===== src/rtl/adc_trig_pkg.sv =====
package adc_trig_pkg;

  typedef enum logic [1:0] {
    TM_SOFT  = 2'd0,
    TM_EDGE  = 2'd1,
    TM_LEVEL = 2'd2
  } trig_mode_e;

  // Select how start requests are qualified from the two enable bits.
  function automatic trig_mode_e pick_mode(input logic trig_en, input logic level_sel);
    if (!trig_en)  return TM_SOFT;
    if (level_sel) return TM_LEVEL;
    return TM_EDGE;
  endfunction

  // The synchronized trigger sits at its active level.
  function automatic logic level_match(input logic cur, input logic pol_high);
    return cur == pol_high;
  endfunction

  // The synchronized trigger has just moved to its active level.
  function automatic logic active_edge(input logic cur, input logic prev, input logic pol_high);
    return (cur != prev) && (cur == pol_high);
  endfunction

endpackage


===== src/rtl/adc_trig_sync.sv =====
module adc_trig_sync #(
  parameter int STAGES = 2
) (
  input  logic clk,
  input  logic rst_n,
  input  logic pin,
  input  logic pol_high,
  output logic lvl_active,
  output logic edge_active
);
  import adc_trig_pkg::*;

  localparam int LAST = STAGES - 1;

  logic [STAGES-1:0] chain;
  logic              prev_q;

  always_ff @(posedge clk or negedge rst_n) begin
    if (!rst_n) begin
      chain  <= '0;
      prev_q <= 1'b0;
    end else begin
      chain[0] <= pin;
      for (int i = 1; i < STAGES; i++) chain[i] <= chain[i-1];
      prev_q <= chain[LAST];
    end
  end

  assign lvl_active  = level_match(chain[LAST], pol_high);
  assign edge_active = active_edge(chain[LAST], prev_q, pol_high);

  // while polarity holds, one transition gives a single detect cycle
  a_r4_single_edge: assert property (@(posedge clk) disable iff (!rst_n)
    edge_active |=> (!edge_active || !$stable(pol_high)));

endmodule


===== src/rtl/adc_start_qual.sv =====
module adc_start_qual (
  input  logic clk,
  input  logic rst_n,
  input  logic sw_start,
  input  logic trig_en,
  input  logic level_sel,
  input  logic scan,
  input  logic lvl_active,
  input  logic edge_active,
  input  logic eng_busy,
  output logic start_pulse,
  output logic ovr_set
);
  import adc_trig_pkg::*;

  trig_mode_e mode;
  logic       idle;
  logic       want_start;
  logic       scan_run_q;

  assign mode = pick_mode(trig_en, level_sel);
  assign idle = !eng_busy && !start_pulse;

  always_comb begin
    unique case (mode)
      TM_SOFT:  want_start = idle && (sw_start || scan_run_q);
      TM_EDGE:  want_start = idle && edge_active;
      TM_LEVEL: want_start = idle && lvl_active;
      default:  want_start = 1'b0;
    endcase
  end

  assign ovr_set = (mode == TM_EDGE) && edge_active && !idle;

  always_ff @(posedge clk or negedge rst_n) begin
    if (!rst_n) begin
      start_pulse <= 1'b0;
      scan_run_q  <= 1'b0;
    end else begin
      start_pulse <= want_start;
      if (mode == TM_SOFT && scan) scan_run_q <= scan_run_q || sw_start;
      else                         scan_run_q <= 1'b0;
    end
  end

  // with the trigger enabled, a start needs a trigger event
  a_r6_hw_only: assert property (@(posedge clk) disable iff (!rst_n)
    (start_pulse && $past(trig_en)) |-> $past(edge_active || lvl_active));
  // never start on top of a running sequence
  a_r10_start_idle: assert property (@(posedge clk) disable iff (!rst_n)
    start_pulse |-> !eng_busy);
  // an overrun only arises while a sequence is in flight
  a_r7_ovr_busy: assert property (@(posedge clk) disable iff (!rst_n)
    ovr_set |-> (eng_busy || start_pulse));

endmodule


===== src/rtl/adc_sticky_flag.sv =====
module adc_sticky_flag (
  input  logic clk,
  input  logic rst_n,
  input  logic set,
  input  logic clr,
  output logic q
);
  always_ff @(posedge clk or negedge rst_n) begin
    if (!rst_n)   q <= 1'b0;
    else if (set) q <= 1'b1;
    else if (clr) q <= 1'b0;
  end

  // a set beats a clear
  a_r11_set_wins: assert property (@(posedge clk) disable iff (!rst_n)
    set |=> q);
  // a clear alone empties the flag
  a_r11_clear: assert property (@(posedge clk) disable iff (!rst_n)
    (clr && !set) |=> !q);

endmodule


===== src/rtl/adc_seq_stub.sv =====
module adc_seq_stub #(
  parameter int LEN_W = 8
) (
  input  logic             clk,
  input  logic             rst_n,
  input  logic             start,
  input  logic [LEN_W-1:0] len,
  output logic             busy,
  output logic             done
);
  logic [LEN_W-1:0] remain_q;

  // A zero length still occupies one busy cycle.
  function automatic logic [LEN_W-1:0] first_count(input logic [LEN_W-1:0] l);
    return (l == '0) ? '0 : l - 1'b1;
  endfunction

  always_ff @(posedge clk or negedge rst_n) begin
    if (!rst_n) begin
      busy     <= 1'b0;
      done     <= 1'b0;
      remain_q <= '0;
    end else begin
      done <= 1'b0;
      if (start) begin
        busy     <= 1'b1;
        remain_q <= first_count(len);
      end else if (busy) begin
        if (remain_q == '0) begin
          busy <= 1'b0;
          done <= 1'b1;
        end else begin
          remain_q <= remain_q - 1'b1;
        end
      end
    end
  end

  // busy follows every start
  a_r10_busy_after_start: assert property (@(posedge clk) disable iff (!rst_n)
    start |=> busy);
  // done lasts one cycle and closes a busy period
  a_r10_done_single: assert property (@(posedge clk) disable iff (!rst_n)
    done |=> !done);
  a_r10_done_ends_busy: assert property (@(posedge clk) disable iff (!rst_n)
    done |-> (!busy && $past(busy)));

endmodule


===== src/rtl/adc_start_ctrl.sv =====
module adc_start_ctrl #(
  parameter int LEN_W       = 8,
  parameter int SYNC_STAGES = 2
) (
  input  logic             clk,
  input  logic             rst_n,
  input  logic             sw_start,
  input  logic             trig_pin,
  input  logic             cfg_trig_en,
  input  logic             cfg_level,
  input  logic             cfg_pol_high,
  input  logic             cfg_scan,
  input  logic [LEN_W-1:0] seq_len,
  input  logic             ovr_clr,
  output logic             start_pulse,
  output logic             busy,
  output logic             done,
  output logic             overrun
);
  logic evt_level;
  logic evt_edge;
  logic ovr_set;

  adc_trig_sync #(.STAGES(SYNC_STAGES)) u_sync (
    .clk         (clk),
    .rst_n       (rst_n),
    .pin         (trig_pin),
    .pol_high    (cfg_pol_high),
    .lvl_active  (evt_level),
    .edge_active (evt_edge)
  );

  adc_start_qual u_qual (
    .clk         (clk),
    .rst_n       (rst_n),
    .sw_start    (sw_start),
    .trig_en     (cfg_trig_en),
    .level_sel   (cfg_level),
    .scan        (cfg_scan),
    .lvl_active  (evt_level),
    .edge_active (evt_edge),
    .eng_busy    (busy),
    .start_pulse (start_pulse),
    .ovr_set     (ovr_set)
  );

  adc_sticky_flag u_ovr (
    .clk   (clk),
    .rst_n (rst_n),
    .set   (ovr_set),
    .clr   (ovr_clr),
    .q     (overrun)
  );

  adc_seq_stub #(.LEN_W(LEN_W)) u_eng (
    .clk   (clk),
    .rst_n (rst_n),
    .start (start_pulse),
    .len   (seq_len),
    .busy  (busy),
    .done  (done)
  );

  // level sensitivity never raises the flag
  a_r8_level_quiet: assert property (@(posedge clk) disable iff (!rst_n)
    (cfg_trig_en && cfg_level && !overrun) |=> !overrun);
  // a start pulse is never repeated back to back
  a_r13_pulse_gap: assert property (@(posedge clk) disable iff (!rst_n)
    start_pulse |=> !start_pulse);

endmodule


===== config.mk =====
export PLATFORM = sky130hd
export DESIGN_NAME = adc_start_ctrl
export DESIGN_NICKNAME = d
export VERILOG_FILES = /design/src/rtl/adc_trig_pkg.sv /design/src/rtl/adc_trig_sync.sv /design/src/rtl/adc_start_qual.sv /design/src/rtl/adc_sticky_flag.sv /design/src/rtl/adc_seq_stub.sv /design/src/rtl/adc_start_ctrl.sv
export SDC_FILE = /design/constraint.sdc
export NUM_CORES = 1
export LEC_CHECK = 0
export BUFFER_PORTS_ARGS = -buffer_cell sky130_fd_sc_hd__buf_2
export CAP_MARGIN = 10
export CORE_ASPECT_RATIO = 1.4
export CORE_UTILIZATION = 47
export DETAILED_ROUTE_END_ITERATION = 7
export GPL_ROUTABILITY_DRIVEN = 0
export HOLD_SLACK_MARGIN = 0.1
export PLACE_DENSITY_LB_ADDON = 0.1
export SYNTH_ARGS = -nofsm -noshare
export SYNTH_HDL_FRONTEND = slang
export SYNTH_SLANG_ARGS = --single-unit

===== constraint.sdc =====
create_clock -name clk -period 1.65 [get_ports clk]
set_input_delay 0 -clock clk [delete_from_list [all_inputs] [get_ports clk]]
set_output_delay 0 -clock clk [all_outputs]
set_load 0.02 [all_outputs]

# Word level (Yosys, flattened, before mapping)
# Cells that the tools add are included.
[totals] register_bits=16 inputBits=17 out_inout_bits=4 wordCells=53
[classes] add_sub_neg=2 eq_ne=5 n_mux=20 n_reduce_logical=18
[op_table] cell="$mux W8" n=4
[op_table] cell="$logic_not A8 Y1" n=2
[op_table] cell="$sub A8 B1 Y8 const B" n=2
[op_table] cell="$mux W1" n=11
[op_table] cell="$logic_and A1 B1 Y1" n=8
[op_table] cell="$mux W2" n=4
[op_table] cell="$reduce_bool A2 Y1" n=2
[op_table] cell="$logic_not A1 Y1" n=3
[op_table] cell="$pmux W1 S3" n=1
[op_table] cell="$eq A2 B1 Y1 const B" n=1
[op_table] cell="$eq A2 B2 Y1 const B" n=1
[op_table] cell="$logic_not A2 Y1" n=1
[op_table] cell="$ne A2 B2 Y1 const B" n=1
[op_table] cell="$reduce_and A2 Y1" n=1
[op_table] cell="$eq A1 B1 Y1" n=1
[op_table] cell="$logic_or A1 B1 Y1" n=1
[op_table] cell="$ne A1 B1 Y1" n=1

# Depth between registers and ports, before layout
[depth] ltp_word=8 depth_mapped=6 depth_no_buf=6

# Cells and area by module
# Synthesis repeated with hierarchy kept, for this count alone.
[unflattened] hier_cells=99 area_unflattened_um2=967.2
[by_module_without_submodules] mod="adc_seq_stub" n_inst=1 cells_per_inst=79 area_per_inst_um2=725.7
[by_module_without_submodules] mod="adc_trig_sync" n_inst=1 cells_per_inst=7 area_per_inst_um2=106.4
[by_module_without_submodules] mod="adc_start_qual" n_inst=1 cells_per_inst=10 area_per_inst_um2=98.8
[by_module_without_submodules] mod="adc_sticky_flag" n_inst=1 cells_per_inst=3 area_per_inst_um2=36.3

# Worst setup path after synthesis
# OpenSTA, ideal clock, no wires.
[synth_path] kind="reg2reg" from="register u_eng.remain_q[0]" to="register u_eng.remain_q[0]" setup_ns=0.119 arrival_ns=1.416 path_slack_ns=0.115 stages_incl_launch_ff=6 period_less_slack_ns=1.535 cell_sequence="dfrtp_1 > inv_1 > ha_1 > nor4b_2 > a21oi_1 > o21a_1"
[synth_via] elab_chain_len=4 elab_cells_between_ends=7 classes_between="add/sub (1); eq/ne (1); mux (3); reduce/logical (2)"
[synth_lines] item="start, declared" line_no="adc_seq_stub.sv:11" rtl="logic [LEN_W-1:0] remain_q;"
[synth_lines] item="start signal, assigned" line_no="adc_seq_stub.sv:27" rtl="remain_q <= first_count(len);"
[synth_lines] item="start signal, assigned" line_no="adc_seq_stub.sv:33" rtl="remain_q <= remain_q - 1'b1;"
[synth_lines] item="$sub A8 B1 Y8" line_no="adc_seq_stub.sv:33"
[synth_lines] item="$mux W8" line_no="adc_seq_stub.sv:29" rtl="if (remain_q == '0) begin"
[synth_lines] item="$mux W8" line_no="adc_seq_stub.sv:28" rtl="end else if (busy) begin"
[synth_lines] item="$mux W8" line_no="adc_seq_stub.sv:25" rtl="if (start) begin"
# Several ways; a longest one is shown, not always the timed one. The select of a mux whose other input is x is not followed.
# A chain may end at the register's enable or synchronous reset.

# Worst setup path after layout
[layout_path] from="register u_eng.remain_q[0]" to="register u_eng.remain_q[4]"
# The elaborated chain is that of the path after synthesis.

==> impl_metrics.ini <==
[clock_network]
clock_sink_count = 16
clock_latency_ns = 0.28
clkTransAtPathRegs_ns = 0.09
clock_path_buffers = 2
tritoncts = built
h-tree-depth = 1
clock-root-buffer = clkbuf_4
cts_inserted_buffers = 3

[worst_setup_path]
path_max_fanout = 4
r2r-start = u_eng.remain_q[0]$_DFFE_PN0P_
arrival_ns = 1.75
required_ns = 1.86
path_class = flop to flop
r2r_cells = 6
r2r_end = u_eng.remain_q[4]$_DFFE_PN0P_
ff2ff_setup_slack_ns = 0.10
crit_path_start_kind = flop
end_kind = flop

[sta]
maxSlewViolCount = 0
fin_ws_ns = 0.104
rsz0062_at_grt = no
setup_violations = 0
fmax_mhz = 647
finClkSkew_ns = 0.000854
tightest_slew_ns = 0.360
hold_viol = 0
timing.final.crit_period_ns = 1.55
relSlewSlack = 0.754
tns_ns = 0
period_share = 0.937

[logic_synthesis]
synth_cells = 93
avgSynthCellArea_um2 = 10.2
ys.flop_type = dfrtp_1
syn_area_um2 = 945
async_flop_share = 1.00
synth_edf_count = 0
synth_seq_area_share = 0.424
yosysWarnings = 0
synth_nets = 114
synth_seq_cells = 16
yosys.cell_types.count = 34

[finish]
multi_input_area_um2 = 536
regArea_um2 = 400
antenna_cells = 0
nets = 160
utilization = 0.723
stdcell_area_um2 = 1320
drive_gt1_frac = 0.314
syn_to_final_growth_pct = 39.6
fillers = 152

[global_route]
grt-ovfl-total = 0
track_usage = 0.247
grt_max_degree = 17
antenna_found_initial = 0
first_global_vias = 845
grt_pass1_wl_um = 3640

[job]
cap_violations = 0

[routing]
drc = 0
firstDrtPassIters = 4
num_vias = 892
drt_wl_total_um = 2250
routedWlPerCell_um = 14.3
vias_per_cell = 5.68
final_antenna_net_count = 0
drtIter0Drc = 30

[die]
die_y_um = 55.0
initial_core_util = 0.518
core_area_um2 = 1820
fp.dieW_um = 39.9
io_pins = 21
dieArea_um2 = 2200
rows = 18

[power]
ir_drop_mv = 0.749
leakage_nw = 0.579
power.density_nw_per_um2 = 1290

[min_path]
hold_end = u_eng.remain_q[2]$_DFFE_PN0P_
holdCritPathClass = input pin to flop
hold_depth = 3
min-delay-start = seq_len[7]

[place]
dpl-instance-area_um2 = 1130
place_ws_ns = 0.0271
io_buffer_count = 20
dp.final_hpwl_um = 1620

[status]
outcome = finished, final reports clean
[sequential cells by signal, summed over array words and instances (netlist names)]
register and cells:
u_eng.remain_q 8, u_sync.chain 2, u_eng.busy 1, u_eng.done 1
u_ovr.q 1, u_qual.scan_run_q 1, u_qual.start_pulse 1, u_sync.prev_q 1
[cells in the final DEF (no fill, tap or decap), types with 3 or more instances in the layout]
cell type	n
dlygate4sd3_1	13
mux2i_1	5
buf_4	10
xnor2_1	3
clkbuf_4	3
ha_1	3
o22ai_1	5
nor2_1	10
inv_1	6
a21oi_1	7
o21a_1	3
buf_2	20
nand2_1	3
dfrtp_1	16
[metal layers]
metal  share of wire  track usage  vias up
met5               0            0        -
met2            0.53        0.449       21
li1                -            -      435
met4           0.020        0.103        0
met1            0.42        0.275      430
met3           0.022       0.0360        6
[how the worst max path moves through the flow]
stage,start,to,slack [ns]
after floorplan,u_eng.remain_q[0]$_DFFE_PN0P_,u_eng.remain_q[0]$_DFFE_PN0P_,0.12
after global placement,u_eng.remain_q[0]$_DFFE_PN0P_,u_eng.remain_q[5]$_DFFE_PN0P_,0.14
after detailed placement,u_eng.remain_q[0]$_DFFE_PN0P_,u_eng.remain_q[7]$_DFFE_PN0P_,0.03
after CTS,u_eng.remain_q[0]$_DFFE_PN0P_,u_eng.remain_q[7]$_DFFE_PN0P_,0.004
after global routing,u_eng.remain_q[0]$_DFFE_PN0P_,u_eng.remain_q[5]$_DFFE_PN0P_,0.006
final,u_eng.remain_q[0]$_DFFE_PN0P_,u_eng.remain_q[4]$_DFFE_PN0P_,0.10
[what timing repair did]
| item | CTS | global route |
|---|---|---|
| hold buffers | 13 | 0 |
| resized for setup | 0 | 6 |
| setup endpoints to repair | 0 | 6 |
| hold endpoints to repair | 25 | 0 |
| setup buffers | 0 | 1 |
[kinds of logic after synthesis]
kind of cell,synth area share
buffers and inverters,0.0397
xor gates and xnor gates,0.0371
AOI/OAI and AO/OA,0.201
adders and majority gates,0.0530
and+or+nand+nor,0.192
muxes,0.0530
DFF,0.424
[metrics by stage]
| stage | instances | hold slack (ns) | power, W |
|---|---|---|---|
| finish | 157 | 0.109 | 0.00170 |
| global route | 157 | 0.115 | 0.00183 |
| CTS | 156 | 0.103 | 0.00163 |
| detailed placement | 140 | -0.0658 | 0.00140 |
| global placement | 140 | -0.0726 | 0.00137 |
| floorplan | 93 | -0.296 | 0.00110 |
[power by group]
part / switching [W] / internal [W]
logic: 0.000407 / 0.000455
registers: 0.000123 / 0.000515
clock network: 0.000116 / 0.0000847
total: 0.000646 / 0.00106
[final cells by class]
cell class                 count  area share
clock buffer                   3      0.0171
inverter                       8      0.0228
multi-input combinational     67       0.406
sequential                    16       0.304
tap                           20      0.0190
timing repair buffer          43       0.232
[Yosys cell counts, types with 2 or more instances]
cell type,instances,area (um^2)
dfrtp_1,16,400
nor2_1,10,37.5
inv_1,8,30.0
a21oi_1,7,35.0
mux2i_1,5,50.1
o22ai_1,5,31.3
ha_1,4,50.1
nand2_1,3,11.3
o21a_1,3,22.5
xnor2_1,3,26.3
nor3_1,2,10.0
nor3b_1,2,15.0
nor4_1,2,12.5
nor4b_2,2,30.0
o221ai_1,2,17.5
[critical path: stages, from the launching register on]
cell and delay [ns]:
dfrtp_1 0.39, inv_2 0.08, ha_1 0.18, nand3b_1 0.15
a2111oi_0 0.41, nor2_1 0.10, o22ai_1 0.15
(Power assumes the default switching activity.)
